File: src/rtl/vack_pkg.sv
package vack_pkg;

    localparam int ID_W = 24;
    localparam logic [ID_W-1:0] SPURIOUS_ID   = 24'd1023;
    localparam logic [ID_W-1:0] FIRST_SPECIAL = 24'd1020;

    typedef enum logic {
        GRP0 = 1'b0,
        GRP1 = 1'b1
    } grp_e;

    typedef enum logic [1:0] {
        ACK_NONE,
        ACK_NORMAL,
        ACK_SPECIAL
    } ack_kind_e;

    typedef struct packed {
        logic active;
        logic pending;
    } lr_state_t;

    // Mask keeping only group-priority bits for a given binary point.
    function automatic logic [7:0] gprio_mask(input logic [2:0] bpr);
        logic [3:0] sh;
        sh = {1'b0, bpr} + 4'd1;
        return 8'hFF << sh;
    endfunction

endpackage

File: src/rtl/vack_gate.sv
module vack_gate
    import vack_pkg::*;
(
    input  logic            rd_stb,
    input  grp_e            rd_grp,
    input  logic            cand_valid,
    input  grp_e            cand_grp,
    input  logic            preempt_ok,
    input  logic [ID_W-1:0] cand_id,
    output ack_kind_e       kind,
    output logic [ID_W-1:0] ack_id
);

    logic eligible;

    assign eligible = rd_stb && cand_valid && (cand_grp == rd_grp) && preempt_ok;

    always_comb begin
        kind   = ACK_NONE;
        ack_id = SPURIOUS_ID;
        if (eligible) begin
            ack_id = cand_id;
            kind   = (cand_id < FIRST_SPECIAL) ? ACK_NORMAL : ACK_SPECIAL;
        end
    end

endmodule

File: src/rtl/vack_aprsel.sv
module vack_aprsel
    import vack_pkg::*;
#(
    parameter int PRIO_BITS = 7,
    parameter int APR_W     = 128
) (
    input  logic [7:0]       prio,
    input  logic [2:0]       bpr,
    output logic [APR_W-1:0] onehot
);

    localparam int SHIFT = 8 - PRIO_BITS;

    logic [7:0]           masked;
    logic [PRIO_BITS-1:0] bit_idx;

    assign masked  = prio & gprio_mask(bpr);
    assign bit_idx = masked[7:SHIFT];

    always_comb begin
        onehot          = '0;
        onehot[bit_idx] = 1'b1;
    end

endmodule

File: src/rtl/vack_aprbank.sv
module vack_aprbank
    import vack_pkg::*;
#(
    parameter int APR_W = 128
) (
    input  logic             clk,
    input  logic             rst,
    input  logic             set_en,
    input  grp_e             set_grp,
    input  logic [APR_W-1:0] set_vec,
    output logic [APR_W-1:0] apr_g0,
    output logic [APR_W-1:0] apr_g1
);

    logic [1:0][APR_W-1:0] apr_q;

    for (genvar g = 0; g < 2; g++) begin : g_grp
        always_ff @(posedge clk) begin
            if (rst) begin
                apr_q[g] <= '0;
            end else if (set_en && (set_grp == grp_e'(g))) begin
                apr_q[g] <= apr_q[g] | set_vec;
            end
        end
    end

    assign apr_g0 = apr_q[0];
    assign apr_g1 = apr_q[1];

endmodule

File: src/rtl/vack_unit.sv
module vack_unit
    import vack_pkg::*;
#(
    parameter int NUM_LR    = 8,
    parameter int PRIO_BITS = 7,
    localparam int LR_IDX_W  = (NUM_LR > 1) ? $clog2(NUM_LR) : 1,
    localparam int APR_WORDS = 1 << (PRIO_BITS - 5),
    localparam int APR_W     = APR_WORDS * 32
) (
    input  logic                clk,
    input  logic                rst,
    input  logic                rd_stb,
    input  logic                rd_grp,
    input  logic                cand_valid,
    input  logic [LR_IDX_W-1:0] cand_idx,
    input  logic [23:0]         cand_id,
    input  logic [7:0]          cand_prio,
    input  logic                cand_grp,
    input  logic [1:0]          cand_state,
    input  logic                preempt_ok,
    input  logic [2:0]          vbpr,
    output logic [23:0]         ack_id,
    output logic                lr_we,
    output logic [LR_IDX_W-1:0] lr_widx,
    output logic [1:0]          lr_wstate,
    output logic [APR_W-1:0]    apr_g0,
    output logic [APR_W-1:0]    apr_g1
);

    ack_kind_e        kind;
    logic [APR_W-1:0] set_vec;
    lr_state_t        cur_st;
    lr_state_t        nxt_st;

    vack_gate u_gate (
        .rd_stb     (rd_stb),
        .rd_grp     (grp_e'(rd_grp)),
        .cand_valid (cand_valid),
        .cand_grp   (grp_e'(cand_grp)),
        .preempt_ok (preempt_ok),
        .cand_id    (cand_id),
        .kind       (kind),
        .ack_id     (ack_id)
    );

    vack_aprsel #(
        .PRIO_BITS (PRIO_BITS),
        .APR_W     (APR_W)
    ) u_sel (
        .prio   (cand_prio),
        .bpr    (vbpr),
        .onehot (set_vec)
    );

    vack_aprbank #(
        .APR_W (APR_W)
    ) u_bank (
        .clk     (clk),
        .rst     (rst),
        .set_en  (kind == ACK_NORMAL),
        .set_grp (grp_e'(rd_grp)),
        .set_vec (set_vec),
        .apr_g0  (apr_g0),
        .apr_g1  (apr_g1)
    );

    assign cur_st = lr_state_t'(cand_state);

    always_comb begin
        nxt_st = cur_st;
        unique case (kind)
            ACK_NORMAL: begin
                nxt_st.pending = 1'b0;
                nxt_st.active  = 1'b1;
            end
            ACK_SPECIAL: nxt_st.pending = 1'b0;
            default:     nxt_st = cur_st;
        endcase
    end

    assign lr_we     = (kind != ACK_NONE);
    assign lr_widx   = cand_idx;
    assign lr_wstate = nxt_st;

endmodule

File: config.mk
export PLATFORM = sky130hd
export DESIGN_NAME = vack_unit
export DESIGN_NICKNAME = d
export VERILOG_FILES = /design/src/rtl/vack_pkg.sv /design/src/rtl/vack_gate.sv /design/src/rtl/vack_aprsel.sv /design/src/rtl/vack_aprbank.sv /design/src/rtl/vack_unit.sv
export SDC_FILE = /design/constraint.sdc
export NUM_CORES = 1
export LEC_CHECK = 0
export ABC_CLOCK_PERIOD_IN_PS = 2510
export BUFFER_PORTS_ARGS = -buffer_cell sky130_fd_sc_hd__buf_2
export CAP_MARGIN = 20
export CORE_MARGIN = 3
export CORE_UTILIZATION = 35
export DETAILED_ROUTE_END_ITERATION = 7
export GPL_TIMING_DRIVEN = 0
export PLACE_DENSITY = 0.6
export SETUP_SLACK_MARGIN = 0.02
export SYNTH_ARGS = -nofsm -noshare
export SYNTH_HDL_FRONTEND = slang
export SYNTH_HIERARCHICAL = 1
export SYNTH_SLANG_ARGS = --single-unit
File: constraint.sdc
create_clock -name clk -period 2.51 [get_ports clk]
set_input_delay 0.502 -clock clk [delete_from_list [all_inputs] [get_ports clk]]
set_output_delay 0.502 -clock clk [all_outputs]
set_load 0.1 [all_outputs]
==> results of run 1 <==
-- cells by family (layout without fill, tap and decap cells) --
group                      after synthesis  in the layout  share of synthesized area [%]
AOI/OAI and AO/OA                      274            274                           14.9
xor gates and xnor gates                 1              1                         0.0819
adders and majority gates                5              5                          0.585
buffers and inverters                  260            637                           10.6
DFF                                    256            256                           47.9
other                                    0              1                              0
and+or+nand+nor                        477            477                           25.9
-- cell type report --
class | instances | area (um2) | share of cell area (%)
clock buffer | 42 | 852 | 6.07
clock inverter | 8 | 125 | 0.891
buffer | 125 | 626 | 4.46
timing repair buffer | 327 | 1720 | 12.2
tap | 390 | 488 | 3.48
multi-input combinational | 757 | 4590 | 32.7
antenna | 1 | 2.50 | 0.0178
inverter | 135 | 510 | 3.64
sequential | 256 | 5120 | 36.5
-- synthesized netlist by cell type, types with 9 or more instances --
cell type,number
sky130_fd_sc_hd__nor4_1,57
sky130_fd_sc_hd__buf_4,13
sky130_fd_sc_hd__clkbuf_1,39
sky130_fd_sc_hd__nor4_2,9
sky130_fd_sc_hd__nand2_1,15
sky130_fd_sc_hd__dfxtp_1,256
sky130_fd_sc_hd__and2_1,14
sky130_fd_sc_hd__or3_1,10
sky130_fd_sc_hd__nor2_1,136
sky130_fd_sc_hd__inv_1,135
sky130_fd_sc_hd__nand3_1,10
sky130_fd_sc_hd__buf_2,67
sky130_fd_sc_hd__a31oi_1,129
sky130_fd_sc_hd__nand4_1,12
sky130_fd_sc_hd__nand3b_1,128
sky130_fd_sc_hd__a21oi_1,129
sky130_fd_sc_hd__nor3_1,60
-- where the power goes --
group / switching, mW / internal (mW) / total (mW)
Sequential: 0.000000104 / 4.06 / 4.06
Clock: 1.66 / 2.64 / 4.30
Combinational: 0.567 / 0.192 / 0.759
-- registers in the layout (all words and copies together) (netlist names) --
| signal | flops |
|---|---|
| u_bank/apr_g0 | 128 |
| u_bank/apr_g1 | 128 |
-- repair_timing --
action	4_1_cts	5_1_grt
setup buffers	0	2
setup endpoints to repair	17	25
pin swaps	4	3
resized for setup	32	18
-- per-stage QoR --
stage	power [mW]	hold slack [ps]	utilization, %	area (um2)
3_3_place_gp	4.85	431	42.9	12800
4_1_cts	9.16	248	46.6	13900
5_1_grt	9.40	272	47.0	14000
6_report	9.12	264	47.0	14000
3_5_place_dp	4.86	433	42.9	12800
2_1_floorplan	4.64	754	-	10700
-- routing by layer --
metal  track usage [%]  up-vias  wire length [um]
li1                  -     5135                 -
met4              5.96        0              1050
met3              6.14       65              3730
met1              30.8     5085             17200
met2              41.0      474             19600
met5                 0        -                 0
-- worst paths after layout --
path                                        start                 end  cells after the start
worst min-delay path                          rst  u_bank/apr_g0[122]                      2
worst max register to register  u_bank/apr_g1[20]   u_bank/apr_g1[20]                      2
worst min register to register  u_bank/apr_g0[68]   u_bank/apr_g0[68]                      2
worst max-delay path                  cand_id[15]        lr_wstate[0]                      8
-- worst reg2reg max path, stage by stage, from the launching register on --
cell                      delay (ps)
sky130_fd_sc_hd__dfxtp_1         360
sky130_fd_sc_hd__a31oi_1         150
sky130_fd_sc_hd__nor2_1           60
==> impl_metrics.env, run 1 <==
export IMPL_critical_path_max_fanout=2
export IMPL_cts_root_buffer_cell="sky130_fd_sc_hd__clkbuf_16"
export IMPL_cp_top_family="simple AND/OR/NAND/NOR gates"
export IMPL_powerDensity_nw_per_um2=650
export IMPL_critPathKind="in -> out"
export IMPL_cts_htree_levels=1
export IMPL_maxSlewHeadroom_pct=27.9
export IMPL_path_cells="buf_6 > or4_4 > nor3_4 > and3_4 > inv_2 > ha_4 > nor2b_4 > buf_12"
export IMPL_finalNonFillerCells=2041
export IMPL_final_cell_mix="378 x sky130_fd_sc_hd__buf_2, 256 x sky130_fd_sc_hd__dfxtp_1, 135 x sky130_fd_sc_hd__nor2_1, 132 x sky130_fd_sc_hd__inv_1"
export IMPL_synth_seq_area_share_pct=47.9
export IMPL_final_hold_viol_count=0
export IMPL_die_width_um=181
export IMPL_asr_flop_ratio_synth_pct=0
export IMPL_die_area_um2=32700
export IMPL_floorplan_io_pins=333
export IMPL_clock_skew_ps=0
export IMPL_outcome="finished with violations"
export IMPL_critPathCaptureType="output pin"
export IMPL_core_region_area_um2=29900
export IMPL_areaGrowthSynthToFinish_pct=31.3
export IMPL_wirelength_um=41600
export IMPL_tritoncts_clock_tree="built"
export IMPL_grt_start_max_net_pins=14
export IMPL_rsz_0062_raised_after_global_routing="yes"
export IMPL_remaining_drc_errors=0
export IMPL_synthDominantAreaCellType="sky130_fd_sc_hd__dfxtp_1"
export IMPL_period_share_pct=105
export IMPL_floorplan_initialDensity_pct=35.8
export IMPL_syn_mean_instance_area_um2=8.40
export IMPL_worstPathArrival_ps=2120
export IMPL_cpMaxStageDelayCell="sky130_fd_sc_hd__or4_4"
export IMPL_final_max_slew_violation_count=0
export IMPL_synth_seq_cells=256
export IMPL_dr_first_iter_drc_count=753
export IMPL_vias=10800
export IMPL_required_ps=2010
export IMPL_ys_flop_type="sky130_fd_sc_hd__dfxtp_1"
export IMPL_first_global_vias=10300
export IMPL_yosys_area_top_type_share_pct=47.9
export IMPL_sum_of_buffers_and_inverters_on_the_critical_path=3
export IMPL_setup_worst_path_start_class="input pin"
export IMPL_grt_use_total_pct=24.1
export IMPL_clk_latency_ps=530
export IMPL_grt_first_pass_wirelength_um=62200
export IMPL_antenna_left=0
export IMPL_final_common_cell="sky130_fd_sc_hd__buf_2"
export IMPL_postCtsHoldBufs=0
export IMPL_max_clock_path_buffers=3
export IMPL_dieHeight_um=181
export IMPL_maxCapViolCount=0
export IMPL_post_synth_main_area_contributors="sky130_fd_sc_hd__dfxtp_1 48%, sky130_fd_sc_hd__nand3b_1 9.0%, sky130_fd_sc_hd__a31oi_1 7.5%"
export IMPL_tightest_slew_ps=1070
export IMPL_hold_path_class="in -> reg"
export IMPL_drt_pass1_iter_count=5
export IMPL_final_layout_size_suffix_gt1_share_pct=30.7
export IMPL_initial_antenna_violation_count=1
export IMPL_power_leakage_nw=5.69
export IMPL_detailedPlacementHpwl_um=31800
export IMPL_io_buffers=325
export IMPL_layout_filler_cells=2959
export IMPL_fin_crit_ps=2620
export IMPL_postSynthCellCount=1273
export IMPL_synthDistinctLibCells=45
export IMPL_synth_edff_count=0
export IMPL_synth_warnings=6
export IMPL_synthesis_area_um2=10700
export IMPL_max_stage_delay_ps=540
export IMPL_rows=63
export IMPL_post_place_worst_slack_ps=-633
export IMPL_final_net_count=1681
export IMPL_clock_sinks=256
export IMPL_violations="negative setup slack"
export IMPL_max_freq_ghz=0.381
export IMPL_routed_via_density=5.27
export IMPL_clk_transition_reported_paths_ps=60
export IMPL_finalWeightedCongestion=0.968
export IMPL_numCtsBuffers=27
export IMPL_vdd_ir_drop_max_v=0.000485
export IMPL_reg2reg_setup_slack_ps=1810
export IMPL_routedWlPerCell_um=20.4
export IMPL_post_route_worst_setup_slack_ps=-115
export IMPL_synth_nets=1325
export IMPL_finalSetupViolations=2
export IMPL_placedCellCount=1988
export IMPL_setup_tns_final_ps=-184
export IMPL_globalRoute_totalOverflow=0
No activity file was read; power rests on OpenSTA's default activity.
==> run 2, diff against run 1 <==
--- a/constraint.sdc
+++ b/constraint.sdc
@@ -3,2 +3,2 @@
 set_output_delay 0.502 -clock clk [all_outputs]
-set_load 0.1 [all_outputs]
+set_load 0.02 [all_outputs]
==> run 2 against run 1 <==
Compared with the run above: the flow still finishes with violations (negative setup slack); sequential power hardly changed; total power is 5.9% lower; non-clock buffer count stayed put; largest cell class unchanged; via count hardly changed; critical path depth stayed put; sequential share of layout area is 0.61 points higher; global-route usage is 0.47 points lower; routed wire length is 0.64% lower.
==> impl_metrics.env, run 2 (same netlist as run 1, synthesis figures left out) <==
export IMPL_maxSlewHeadroom_pct=22.1
export IMPL_first_global_vias=10200
export IMPL_tightest_slew_ps=1160
export IMPL_reg2reg_setup_slack_ps=1830
export IMPL_vdd_ir_drop_max_v=0.000428
export IMPL_final_layout_size_suffix_gt1_share_pct=29.8
export IMPL_maxCapViolCount=0
export IMPL_max_clock_path_buffers=3
export IMPL_grt_first_pass_wirelength_um=60700
export IMPL_setup_tns_final_ps=-81.7
export IMPL_final_common_cell="sky130_fd_sc_hd__buf_2"
export IMPL_min_path_cells=2
export IMPL_antenna_left=0
export IMPL_core_region_area_um2=29900
export IMPL_grt_use_total_pct=23.7
export IMPL_floorplan_io_pins=333
export IMPL_rows=63
export IMPL_placed_area_um2=12800
export IMPL_tritoncts_clock_tree="built"
export IMPL_launch_instance_of_the_worst_register_to_register_path="u_bank/apr_g1[21]"
export IMPL_fin_crit_ps=2550
export IMPL_cts_htree_levels=1
export IMPL_outcome="finished with violations"
export IMPL_cts_root_buffer_cell="sky130_fd_sc_hd__clkbuf_16"
export IMPL_io_buffers=325
export IMPL_finalSetupViolations=2
export IMPL_floorplan_initialDensity_pct=35.8
export IMPL_required_ps=2010
export IMPL_routed_via_density=5.29
export IMPL_worst_hold_path_endpoint="u_bank/apr_g0[125]"
export IMPL_post_route_worst_setup_slack_ps=-44.4
export IMPL_clk_latency_ps=520
export IMPL_critPathKind="in -> out"
export IMPL_grt_start_max_net_pins=14
export IMPL_setup_worst_path_start_class="input pin"
export IMPL_post_place_worst_slack_ps=-612
export IMPL_final_net_count=1681
export IMPL_detailedPlacementHpwl_um=31500
export IMPL_die_width_um=181
export IMPL_wirelength_um=41300
export IMPL_clock_skew_ps=0
export IMPL_vias=10800
export IMPL_powerDensity_nw_per_um2=621
export IMPL_final_core_util_pct=46.2
export IMPL_power_leakage_nw=5.62
export IMPL_final_cell_mix="388 x sky130_fd_sc_hd__buf_2, 256 x sky130_fd_sc_hd__dfxtp_1, 135 x sky130_fd_sc_hd__nor2_1, 134 x sky130_fd_sc_hd__inv_1"
export IMPL_numCtsBuffers=27
export IMPL_clock_sinks=256
export IMPL_hold_path_class="in -> reg"
export IMPL_min_from="rst"
export IMPL_initial_antenna_violation_count=2
export IMPL_clk_transition_reported_paths_ps=60
export IMPL_areaGrowthSynthToFinish_pct=29.1
export IMPL_die_area_um2=32700
export IMPL_drt_pass1_iter_count=5
export IMPL_globalRoute_totalOverflow=0
export IMPL_dieHeight_um=181
export IMPL_remaining_drc_errors=0
export IMPL_critical_path_max_fanout=2
export IMPL_period_share_pct=102
export IMPL_stdcell_area_um2=13800
export IMPL_postCtsHoldBufs=0
export IMPL_routedWlPerCell_um=20.3
export IMPL_worstPathArrival_ps=2050
export IMPL_dr_first_iter_drc_count=733
export IMPL_crit_reg2reg_capture="u_bank/apr_g1[21]"
export IMPL_rr_worst_depth=2
export IMPL_final_max_slew_violation_count=0
export IMPL_power_mw=8.58
export IMPL_max_freq_ghz=0.391
export IMPL_critPathCaptureType="output pin"
export IMPL_violations="negative setup slack"
export IMPL_rsz_0062_raised_after_global_routing="yes"
export IMPL_final_hold_viol_count=0
export IMPL_finalWeightedCongestion=0.946
## run 2: cell types whose count changed in the layout (fill, tap and decap cells not counted), sizes merged
cell,delta
buf,-1
bufinv,-2
clkbuf,-5
clkinv,+4
clkinvlp,-2
diode,+1
## run 2: routing by layer
layer	vias up	part of all wire (%)	track usage (%)
li1	5132	-	-
met1	5056	41	29.9
met2	509	48	41.0
met3	68	9.2	5.56
met4	0	2.3	5.71
met5	-	0	0
## run 2: report_power, final
part,leakage [nW],internal (mW),switching (mW)
sequential,2.06,4.06,0.000000103
combinational,3.14,0.180,0.487
clock,0.427,2.25,1.60
total,5.62,6.50,2.08
## run 2: how the worst max path moves through the flow
stage                      from                end  slack [ps]
floorplan           cand_id[16]       lr_wstate[0]          60
global placement        vbpr[1]  u_bank/apr_g0[48]        -600
CTS                 cand_id[16]       lr_wstate[0]         -40
detailed placement      vbpr[1]  u_bank/apr_g0[48]        -610
global route            vbpr[1]  u_bank/apr_g0[84]        -120
finish              cand_id[16]       lr_wstate[0]         -40
## run 2: cell type report
type	instances	area, um2
fillers	3041	16100
flip-flops and latches	256	5120
multi-input cells	757	4550
repair buffers	327	1650
clock buffers	36	779
plain buffers	125	628
inverters	135	509
well taps	390	488
clock inverters	8	68.8
diodes	2	5.00
## run 2: critical path, cell delays in order
cell	delay (ps)
sky130_fd_sc_hd__buf_6	90
sky130_fd_sc_hd__or4_4	560
sky130_fd_sc_hd__nor3_4	140
sky130_fd_sc_hd__and3_4	240
sky130_fd_sc_hd__inv_4	40
sky130_fd_sc_hd__ha_4	220
sky130_fd_sc_hd__nor2b_1	110
sky130_fd_sc_hd__buf_4	150
## run 2: per-stage QoR
stage / std cells / hold slack [ps]
CTS: 2032 / 271
global placement: 1988 / 432
finish: 2036 / 284
floorplan: 1273 / 522
global route: 2036 / 272
detailed placement: 1988 / 434
## run 2: what timing repair did
| item | in CTS | in global routing |
|---|---|---|
| cloned | 0 | 0 |
| pin swaps | 2 | 2 |
| buffers inserted | 0 | 2 |
| endpoints found under the hold margin | 0 | 0 |
| gates resized for setup | 11 | 13 |
| setup endpoints to repair | 18 | 17 |
